[config.mk]
export PLATFORM = sky130hd
export DESIGN_NAME = byte_crc16_engine
export DESIGN_NICKNAME = d
export VERILOG_FILES = /design/src/rtl/crc16_pkg.sv /design/src/rtl/crc16_ctrl.sv /design/src/rtl/crc16_datapath.sv /design/src/rtl/byte_crc16_engine.sv
export SDC_FILE = /design/constraint.sdc
export NUM_CORES = 1
export LEC_CHECK = 0
export ABC_AREA = 1
export BUFFER_PORTS_ARGS = -buffer_cell sky130_fd_sc_hd__clkbuf_2
export CORE_ASPECT_RATIO = 0.9
export CORE_MARGIN = 4
export CORE_UTILIZATION = 30
export CTS_CLUSTER_DIAMETER = 150
export DETAILED_ROUTE_END_ITERATION = 6
export PLACE_DENSITY = 0.58
export SETUP_SLACK_MARGIN = 0.3
export SLEW_MARGIN = 5
export SYNTH_ARGS = -nofsm -noshare
export SYNTH_HDL_FRONTEND = slang
export SYNTH_SLANG_ARGS = --single-unit
[constraint.sdc]
create_clock -name clk -period 3.55 [get_ports clk]
set_input_delay 0.1775 -clock clk [delete_from_list [all_inputs] [get_ports clk]]
set_output_delay 0.1775 -clock clk [all_outputs]
set_load 0.1 [all_outputs]
[src/rtl/crc16_pkg.sv]
package crc16_pkg;

  localparam logic [1:0] ADDR_CTRL  = 2'd0;
  localparam logic [1:0] ADDR_DATA  = 2'd1;
  localparam logic [1:0] ADDR_RAW   = 2'd2;
  localparam logic [1:0] ADDR_FINAL = 2'd3;
  localparam int         CLEAR_BIT  = 15;

  typedef struct packed {
    logic       clear;
    logic       absorb;
    logic [7:0] byteIn;
  } crcCmd_t;

  // One byte folded into a reflected CRC state, LSB first, unrolled over 8 bits.
  function automatic logic [15:0] crcFoldByte(input logic [15:0] state,
                                              input logic [7:0]  din,
                                              input logic [15:0] poly);
    logic [15:0] s;
    s = state ^ {8'h00, din};
    for (int i = 0; i < 8; i++) begin
      s = s[0] ? ((s >> 1) ^ poly) : (s >> 1);
    end
    return s;
  endfunction

endpackage

[src/rtl/crc16_ctrl.sv]
module crc16_ctrl
  import crc16_pkg::*;
#(
  parameter int CNT_W = 12
) (
  input  logic             clk,
  input  logic             rstN,
  input  logic             wrEn,
  input  logic [1:0]       addr,
  input  logic [15:0]      wrData,
  input  logic [CNT_W-1:0] count,
  input  logic [15:0]      crcState,
  output crcCmd_t          cmd,
  output logic [15:0]      rdData
);

  localparam int PAD_W = 16 - CNT_W;

  logic unusedBits;
  assign unusedBits = ^wrData[14:8];

  always_comb begin
    cmd        = '0;
    cmd.byteIn = wrData[7:0];
    if (wrEn) begin
      unique case (addr)
        ADDR_CTRL: cmd.clear  = wrData[CLEAR_BIT];
        ADDR_DATA: cmd.absorb = 1'b1;
        default:   ;
      endcase
    end
  end

  always_comb begin
    unique case (addr)
      ADDR_CTRL:  rdData = {{PAD_W{1'b0}}, count};
      ADDR_DATA:  rdData = 16'h0000;
      ADDR_RAW:   rdData = crcState;
      default:    rdData = ~crcState;
    endcase
  end

  // a single write never both restarts and absorbs
  assert_single_cmd_R8: assert property (@(posedge clk) disable iff (!rstN)
    $onehot0({cmd.clear, cmd.absorb}));

endmodule

[src/rtl/crc16_datapath.sv]
module crc16_datapath
  import crc16_pkg::*;
#(
  parameter int          CNT_W = 12,
  parameter logic [15:0] POLY  = 16'h8408,
  parameter logic [15:0] SEED  = 16'hFFFF
) (
  input  logic             clk,
  input  logic             rstN,
  input  crcCmd_t          cmd,
  output logic [15:0]      crcState,
  output logic [CNT_W-1:0] count
);

  localparam logic [CNT_W-1:0] CNT_MAX = '1;

  logic [15:0] crcNext;
  assign crcNext = crcFoldByte(crcState, cmd.byteIn, POLY);

  always_ff @(posedge clk or negedge rstN) begin
    if (!rstN) begin
      crcState <= SEED;
      count    <= '0;
    end else if (cmd.clear) begin
      crcState <= SEED;
      count    <= '0;
    end else if (cmd.absorb) begin
      crcState <= crcNext;
      if (count != CNT_MAX) count <= count + 1'b1;
    end
  end

  // restart returns seed and zero count
  assert_clear_R2: assert property (@(posedge clk) disable iff (!rstN)
    cmd.clear |=> (crcState == SEED) && (count == '0));

  // each absorbed byte adds one below the limit
  assert_count_inc_R3: assert property (@(posedge clk) disable iff (!rstN)
    (cmd.absorb && count != CNT_MAX) |=> count == $past(count) + 1'b1);

  // count holds at the limit
  assert_no_overflow_R7: assert property (@(posedge clk) disable iff (!rstN)
    (cmd.absorb && count == CNT_MAX) |=> count == CNT_MAX);

  // without a command the state is frozen
  assert_idle_hold_R8: assert property (@(posedge clk) disable iff (!rstN)
    (!cmd.absorb && !cmd.clear) |=> $stable(crcState) && $stable(count));

endmodule

[src/rtl/byte_crc16_engine.sv]
module byte_crc16_engine
  import crc16_pkg::*;
#(
  parameter int          CNT_W = 12,
  parameter logic [15:0] POLY  = 16'h8408,
  parameter logic [15:0] SEED  = 16'hFFFF
) (
  input  logic        clk,
  input  logic        rstN,
  input  logic        wrEn,
  input  logic [1:0]  addr,
  input  logic [15:0] wrData,
  output logic [15:0] rdData
);

  crcCmd_t          cmd;
  logic [15:0]      crcState;
  logic [CNT_W-1:0] count;

  crc16_ctrl #(.CNT_W(CNT_W)) u_ctrl (
    .clk      (clk),
    .rstN     (rstN),
    .wrEn     (wrEn),
    .addr     (addr),
    .wrData   (wrData),
    .count    (count),
    .crcState (crcState),
    .cmd      (cmd),
    .rdData   (rdData)
  );

  crc16_datapath #(.CNT_W(CNT_W), .POLY(POLY), .SEED(SEED)) u_datapath (
    .clk      (clk),
    .rstN     (rstN),
    .cmd      (cmd),
    .crcState (crcState),
    .count    (count)
  );

endmodule

**Yosys cells after proc, flatten, opt, wreduce, memory -nomap -nowiden**

Cells that the tools add are included.

- Mux-type cells: 17
- $add $sub $neg: 1
- Reduce and logical (&&, ||, !) cells: 4
- Equal/unequal tests: 3
- Bitwise operators: 10

Operators by type and width:

| cell | number |
|---|---|
| 16-bit two-way mux | 10 |
| 16-bit one-hot mux with 3 select lines | 1 |
| 12-bit two-way mux | 3 |
| 2-bit inverter with 3-bit output | 8 |
| 16-bit inverter | 1 |
| 16-bit by 8-bit bitwise XOR with 16-bit output | 1 |
| 12-bit by 1-bit adder with 12-bit output (second input constant) | 1 |
| 12-bit inequality test (second input constant) | 1 |
| 2-bit nonzero test | 2 |
| 2-bit by 1-bit == test with 1-bit output (second input constant) | 1 |
| 2-bit == test (second input constant) | 1 |
| 2-bit logical NOT | 1 |
| 1-bit two-way mux | 2 |
| 2-bit two-way mux | 1 |
| 2-bit AND reduction | 1 |

- Input port bits: 21
- Output and inout bits: 16
- Word-level logic and storage cells: 37
- Flip-flop bits (word level): 28

**Depth between registers and ports, before layout**

Gate-level depths: netlist of the first run.

- Word-level depth: 19
- Depth in mapped cells: 10
- Mapped depth without buffers: 9

**By module**

From an unflattened synthesis of the first run, not the netlist that was laid out.

- Cells, all modules: 343
- Area total of the unflattened synthesis: 2312.2 µm²

By module, submodules not included:

| module | times used | cells an instance | seq. area each (µm²) | area an instance (µm²) |
|---|---|---|---|---|
| crc16_datapath | 1 | 242 | 720.7 | 1785.5 |
| crc16_ctrl | 1 | 101 | 0.0 | 526.8 |

**Worst setup path after synthesis of the first run**

OpenSTA, ideal clock, no wires.

- Path type: in2out
- From: input addr[1]
- To: output rdData[0]
- Data required time: 3.372 ns
- Cell stages on the path: 3
- Buffers on the path: 0
- Data arrival time: 2.073 ns
- Setup slack: 1.300 ns
- Cells stage by stage: nor2_4 clkinv_1 o221ai_1

- Cells in the longest elaborated chain, start to end: 2
- Elaborated cells on any way between the ends: 4
- Those cells by class: eq/ne (2); mux (1); reduce/logical (1)

RTL lines:

| item | line | RTL |
|---|---|---|
| from (decl) | byte_crc16_engine.sv:11 | `input logic [1:0] addr,` |
| 2-bit == test (tied with other cells) | crc16_ctrl.sv:35 | `unique case (addr)` |
| 16-bit one-hot mux with 3 select lines * | crc16_ctrl.sv:35 |  |
| to (decl) | byte_crc16_engine.sv:13 | `output logic [15:0] rdData` |

Every way passes the cells marked *; elsewhere a longest branch is shown, timed or not.

**Final worst setup path of the first run**

Ends and elaborated chain as after synthesis.

==> metrics.yaml, run 1 <==
worst-path-buf-inv: 3
cap_violations: 0
synth_top_area_share_pct: 25.5
path_cells: "clkbuf_2 -> inv_1 -> nor2_1 -> nand2_1 -> o221ai_1 -> clkbuf_2"
cts_num_sinks: 28
outcome: "finished, final reports clean"
clk_pin_slew_ns: 0.11
antenna_cells: 0
synth_top_cell_by_area: "nand2_1"
p_seq_share_pct: 35.3
final_max_slew_viol_count: 0
arrival_ns: 1.90
drt-pass1-iter-count: 4
crit_family: "simple AND/OR/NAND/NOR gates"
finalSetupTns_ns: 0
cts_setup_buffers: 0
endpoint_kind: "output port"
cp_data_required_time_ns: 3.37
ir_worst_vdd_mv: 0.279
rsz0062_at_grt: "false"
grt_max_degree: 29
cts_resized: 0
combPwrFrac_pct: 50.3
synth_flop_cell: "dfstp_2"
ioPinCount: 37
critPathKind: "in -> out"
totalWireLength_mm: 5.46
synth_seq_cells: 28
pwr_density_cell_mw_per_mm2: 688
nNetsFinal: 372
drc: 0
slew_headroom_pct: 32.4
fp.dieH_um: 86.6
syn_avg_cell_area_um2: 6.43
grt_pass1_wl_mm: 9.48
postRouteAntennaNets: 0
period_share_pct: 58.4
cp_max_fo: 16
power_leakage_nw: 1.28
die-area_mm2: 0.00825
swShare_pct: 51.7
cts_tree: "built"
areaGrowthSynthToFinish_pct: 14.8
synth_area_mm2: 0.00206
tightest_slew_ns: 1.01
clkPwrFrac_pct: 14.4
grt_pass1_vias: 1958
vias: 2047
yosysSeqAreaShare_pct: 35.0
slowest_stage: "nor2_1"
synthTopCellsByArea: "nand2_1, dfstp_2, dfrtp_1"
overflow: 0
portBuffers: 29
syn_inst: 320
synth_async_sr_flop_share_pct: 100
core_mm2: 0.00662
holdBufCountCts: 1
cts_htree_levels: 1
start_kind: "input port"
place_area_mm2: 0.00229
fin_area_mm2: 0.00236
intPower_w: 0.000784
skew_ns: 0.00337
cts_buffer_depth: 2
wire_per_inst_um: 12.4
synth_edf_count: 0
gp_congestion: 0.813
num_rows: 28
period_minus_slack_ns: 2.07
critPathMostFrequentCell: "clkbuf_2"
yosys_warnings: 0
synth_fp_nets: 342
grt.total_usage_pct: 14.7
hold_path_class: "in -> reg"
insertion_delay_ns: 0.28
clock-root-buffer: "clkbuf_8"
hold_violations: 0
post_synth_num_cell_types: 30
synth.most_common_cell: "nand2_1"
viasPerCell: 4.66
max_freq_ghz: 0.482
initial_core_util_pct: 31.1
setup_viol: 0
drive_above_1_share_pct: 17.5
synth_commonest_cells: "nand2_1, inv_1, nand3_1, dfstp_2, dfrtp_1"
switching_power_w: 0.000841
critPathMaxStageDelay_ns: 0.76
drt_iter0_drc: 135
die_x_um: 95.3
numCtsBuffers: 3
dp_hpwl_mm: 4.23
antenna_found_initial: 0
[cell families (layout without fill, tap and decap cells)]
| logic type | count (synthesis) | after routing | synth area share [%] |
|---|---|---|---|
| and+or+nand+nor | 192 | 192 | 39.4 |
| buffers and inverters | 63 | 92 | 12.0 |
| DFF | 28 | 28 | 35.0 |
| AOI/OAI and AO/OA | 27 | 27 | 9.12 |
| xor gates and xnor gates | 9 | 9 | 3.83 |
| adders and majority gates | 1 | 1 | 0.608 |
[placed cells by master (no fill, tap or decap)]
cell type,Yosys,final
nand3b_1,2,2
o21ai_2,1,1
nand4_1,1,1
clkinv_1,1,1
a21oi_1,1,1
clkbuf_8,0,3
a22oi_1,1,1
xnor2_1,1,1
dlygate4sd3_1,0,1
nor3_1,1,1
ha_1,1,1
o21ai_0,3,3
o221ai_1,9,9
clkbuf_16,0,1
nand2_2,2,2
nand3_1,32,32
clkbuf_2,0,29
nor2_1,10,10
nor3_4,1,1
dfstp_2,16,16
nand2_1,140,140
o22ai_1,4,4
nand2_4,1,1
nand3_2,1,1
inv_1,52,52
xor2_1,8,8
o21ai_1,5,5
inv_2,5,5
nor2_4,1,1
o211ai_1,3,3
dfrtp_1,12,12
[layout make-up]
cell class	instances	area [um2]
flip-flops and latches	28	721
fillers	710	4260
well taps	90	113
inverters	58	218
multi-input cells	229	1090
repair buffers	30	155
clock buffers	4	66.3
[registers in the layout, summed over array words and instances, names as in the netlist]
name,count
u_datapath.crcState,16
u_datapath.count,12
[metal layers]
| metal | vias up | wire (um) | global-route usage [%] |
|---|---|---|---|
| met1 | 953 | 2540 | 19.9 |
| met4 | 0 | 54 | 3.15 |
| li1 | 1057 | - | - |
| met3 | 6 | 184 | 3.04 |
| met5 | - | 0 | 0 |
| met2 | 31 | 2690 | 24.2 |
[worst reg2reg max path: stages, from the launching register on]
cell and delay (ns):
dfrtp_1 0.41, ha_1 0.20, nand2_2 0.09, nor3_4 0.26, nand2_2 0.10, o21ai_2 0.43, nand2_1 0.11, nand2_1 0.09
[per-stage QoR]
| step | setup WS [ns] | total power [W] | cells | hold WS (ns) | utilization (%) |
|---|---|---|---|---|---|
| 2_1_floorplan | 1.30 | 0.00123 | 320 | -0.118 | - |
| 3_3_place_gp | 1.48 | 0.00138 | 434 | 0.270 | 34.5 |
| 3_5_place_dp | 1.46 | 0.00140 | 434 | 0.275 | 34.5 |
| 4_1_cts | 1.47 | 0.00164 | 439 | 0.235 | 35.7 |
| 5_1_grt | 1.21 | 0.00176 | 439 | 0.281 | 35.7 |
| 6_report | 1.48 | 0.00162 | 439 | 0.257 | 35.7 |
[worst paths after layout]
path	from	end	slack, ns	cells after the start
max	addr[1]	rdData[0]	1.48	6
min	wrData[3]	u_datapath.crcState[11]	0.26	4
max reg2reg	u_datapath.count[1]	u_datapath.count[4]	1.82	7
min reg2reg	u_datapath.crcState[11]	u_datapath.crcState[11]	0.53	2
max in group asynchronous	rstN	u_datapath.count[11]	2.61	2
min in group asynchronous	rstN	u_datapath.count[0]	0.48	2
[power groups by stage]
| stage | clock network (W) | registers (W) | logic, W |
|---|---|---|---|
| finish | 0.000234 | 0.000574 | 0.000818 |
| global route | 0.000258 | 0.000596 | 0.000904 |
| CTS | 0.000246 | 0.000574 | 0.000822 |
| detailed placement | 0 | 0.000579 | 0.000820 |
| global placement | 0 | 0.000577 | 0.000802 |
| floorplan | 0 | 0.000539 | 0.000693 |
No activity file was read; power rests on OpenSTA's default activity.
==> run 2: changes to the inputs <==
--- a/config.mk
+++ b/config.mk
@@ -12,7 +12,7 @@
 export CORE_UTILIZATION = 30
 export CTS_CLUSTER_DIAMETER = 150
 export DETAILED_ROUTE_END_ITERATION = 6
-export PLACE_DENSITY = 0.58
+export PLACE_DENSITY = 0.6
 export SETUP_SLACK_MARGIN = 0.3
 export SLEW_MARGIN = 5
 export SYNTH_ARGS = -nofsm -noshare
==> constraint.sdc (replaced) <==
create_clock -name clk -period 1.8 [get_ports clk]
set_input_delay 0.09 -clock clk [delete_from_list [all_inputs] [get_ports clk]]
set_output_delay 0.09 -clock clk [all_outputs]
set_load 0.1 [all_outputs]
==> metrics.yaml, run 2 (synthesis results as in run 1) <==
outcome: "finished, final reports clean"
arrival_ns: 1.69
critPathMaxStageDelay_ns: 0.42
period_share_pct: 83.3
cts_htree_levels: 1
core_mm2: 0.00662
setup_viol: 0
worstHoldStart: "wrData[3]"
reg_top3: "u_datapath.crcState x16, u_datapath.count x12"
gp_congestion: 0.835
insertion_delay_ns: 0.29
hold_path_class: "in -> reg"
antenna_cells: 0
postRouteAntennaNets: 0
r2r-start: "u_datapath.count[0]"
fin_cells: 451
endpoint_kind: "flip-flop"
areaGrowthSynthToFinish_pct: 36.0
numCtsBuffers: 3
start_kind: "flip-flop"
grt_max_degree: 29
num_rows: 28
critPathKind: "reg -> reg"
cts_num_sinks: 28
grt.total_usage_pct: 14.4
vias: 2095
viasPerCell: 4.65
layout_commonest_cell: "nand2_1"
nNetsFinal: 384
path_cells: "ha_4 -> nand2_4 -> inv_4 -> nand2_4 -> nand3b_1 -> nand3_2 -> clkinvlp_4 -> nand2_1 -> nand2_1"
antenna_found_initial: 0
slowest_stage: "dfrtp_1"
cp-startpoint: "u_datapath.count[0]"
cts_tree: "built"
clock-root-buffer: "clkbuf_8"
tightest_slew_ns: 0.755
initial_core_util_pct: 31.1
min_path_cells: 4
placed_cells: 439
slew_headroom_pct: 49.6
drt-pass1-iter-count: 4
hold_violations: 0
drt_iter0_drc: 122
cp_data_required_time_ns: 1.99
max_freq_ghz: 0.667
wire_per_inst_um: 12.8
die-area_mm2: 0.00825
overflow: 0
cap_violations: 0
power_leakage_nw: 1.44
ir_worst_vdd_mv: 0.658
cp_max_fo: 6
drive_above_1_share_pct: 25.2
mostFrequentLayoutCells: "nand2_1, inv_1, nand3_1"
fin_util_pct: 42.3
grt_pass1_wl_mm: 9.20
r2r_cells: 9
rsz0062_at_grt: "true"
portBuffers: 29
cts_buffer_depth: 2
largest_reg_flops: 16
grt_pass1_vias: 1897
period_minus_slack_ns: 1.50
skew_ns: 0.00845
dp_slack_ns: 0.320
dp_hpwl_mm: 4.20
drc: 0
top_register: "u_datapath.crcState"
final_max_slew_viol_count: 0
die_x_um: 95.3
totalWireLength_mm: 5.78
setup_slack_ns: 0.301
pwr_density_cell_mw_per_mm2: 1300
clk_pin_slew_ns: 0.11
ioPinCount: 37
fp.dieH_um: 86.6
## run 2: what timing repair did
item                       CTS  global route
hold endpoints to repair    12             0
cloned                       0             2
setup buffers                0             5
hold buffers                 1             0
setup endpoints to repair    2            19
pin swaps                    0             7
resized for setup            1            18
## run 2: routing by layer
metal | GRT usage [%] | vias to the layer above | share of wire [%]
met5 | 0 | - | 0
met4 | 6.03 | 0 | 2.5
met3 | 2.08 | 10 | 6.1
met2 | 20.2 | 58 | 42
met1 | 21.7 | 943 | 49
li1 | - | 1084 | -
## run 2: power by group
| part | switching (W) | internal (W) | leakage (nW) | total (W) |
|---|---|---|---|---|
| Sequential | 0.000260 | 0.000905 | 0.327 | 0.00117 |
| Clock | 0.000228 | 0.000243 | 0.0339 | 0.000471 |
| Combinational | 0.00130 | 0.000720 | 1.08 | 0.00202 |
## run 2: cell type report
class	count	area, um2
Clock buffer	4	66.3
Fill cell	682	3820
Inverter	58	223
Multi-Input combinational cell	229	1180
Sequential cell	28	724
Tap cell	90	113
Timing Repair Buffer	41	482
Timing Repair inverter	1	7.51
## run 2: stage by stage
| stage | setup TNS, ns | instance area (um2) | hold slack (ns) | total power, W |
|---|---|---|---|---|
| floorplan | -2.51 | 2100 | -0.206 | 0.00246 |
| global placement | 0 | 2590 | 0.182 | 0.00305 |
| detailed placement | 0 | 2590 | 0.180 | 0.00309 |
| CTS | 0 | 2670 | 0.148 | 0.00356 |
| global route | 0 | 2800 | 0.169 | 0.00390 |
| finish | 0 | 2800 | 0.161 | 0.00365 |
## run 2: worst max-delay path: cells and delay by family, from the launching register on
kind,cells,cell delay [ns]
adder cells (fa/ha/maj),1,0.16
buffers and inverters,2,0.27
flip-flops,1,0.42
AND/OR/NAND/NOR,6,0.55
## run 2: worst paths after layout
check	endpoint	slack, ns
setup / recovery	u_datapath.count[2]	0.30
hold / removal	u_datapath.crcState[11]	0.16
setup reg to reg	u_datapath.count[2]	0.30
hold reg to reg	u_datapath.count[11]	0.53
max in group asynchronous	u_datapath.count[8]	0.89
min in group asynchronous	u_datapath.count[4]	0.39
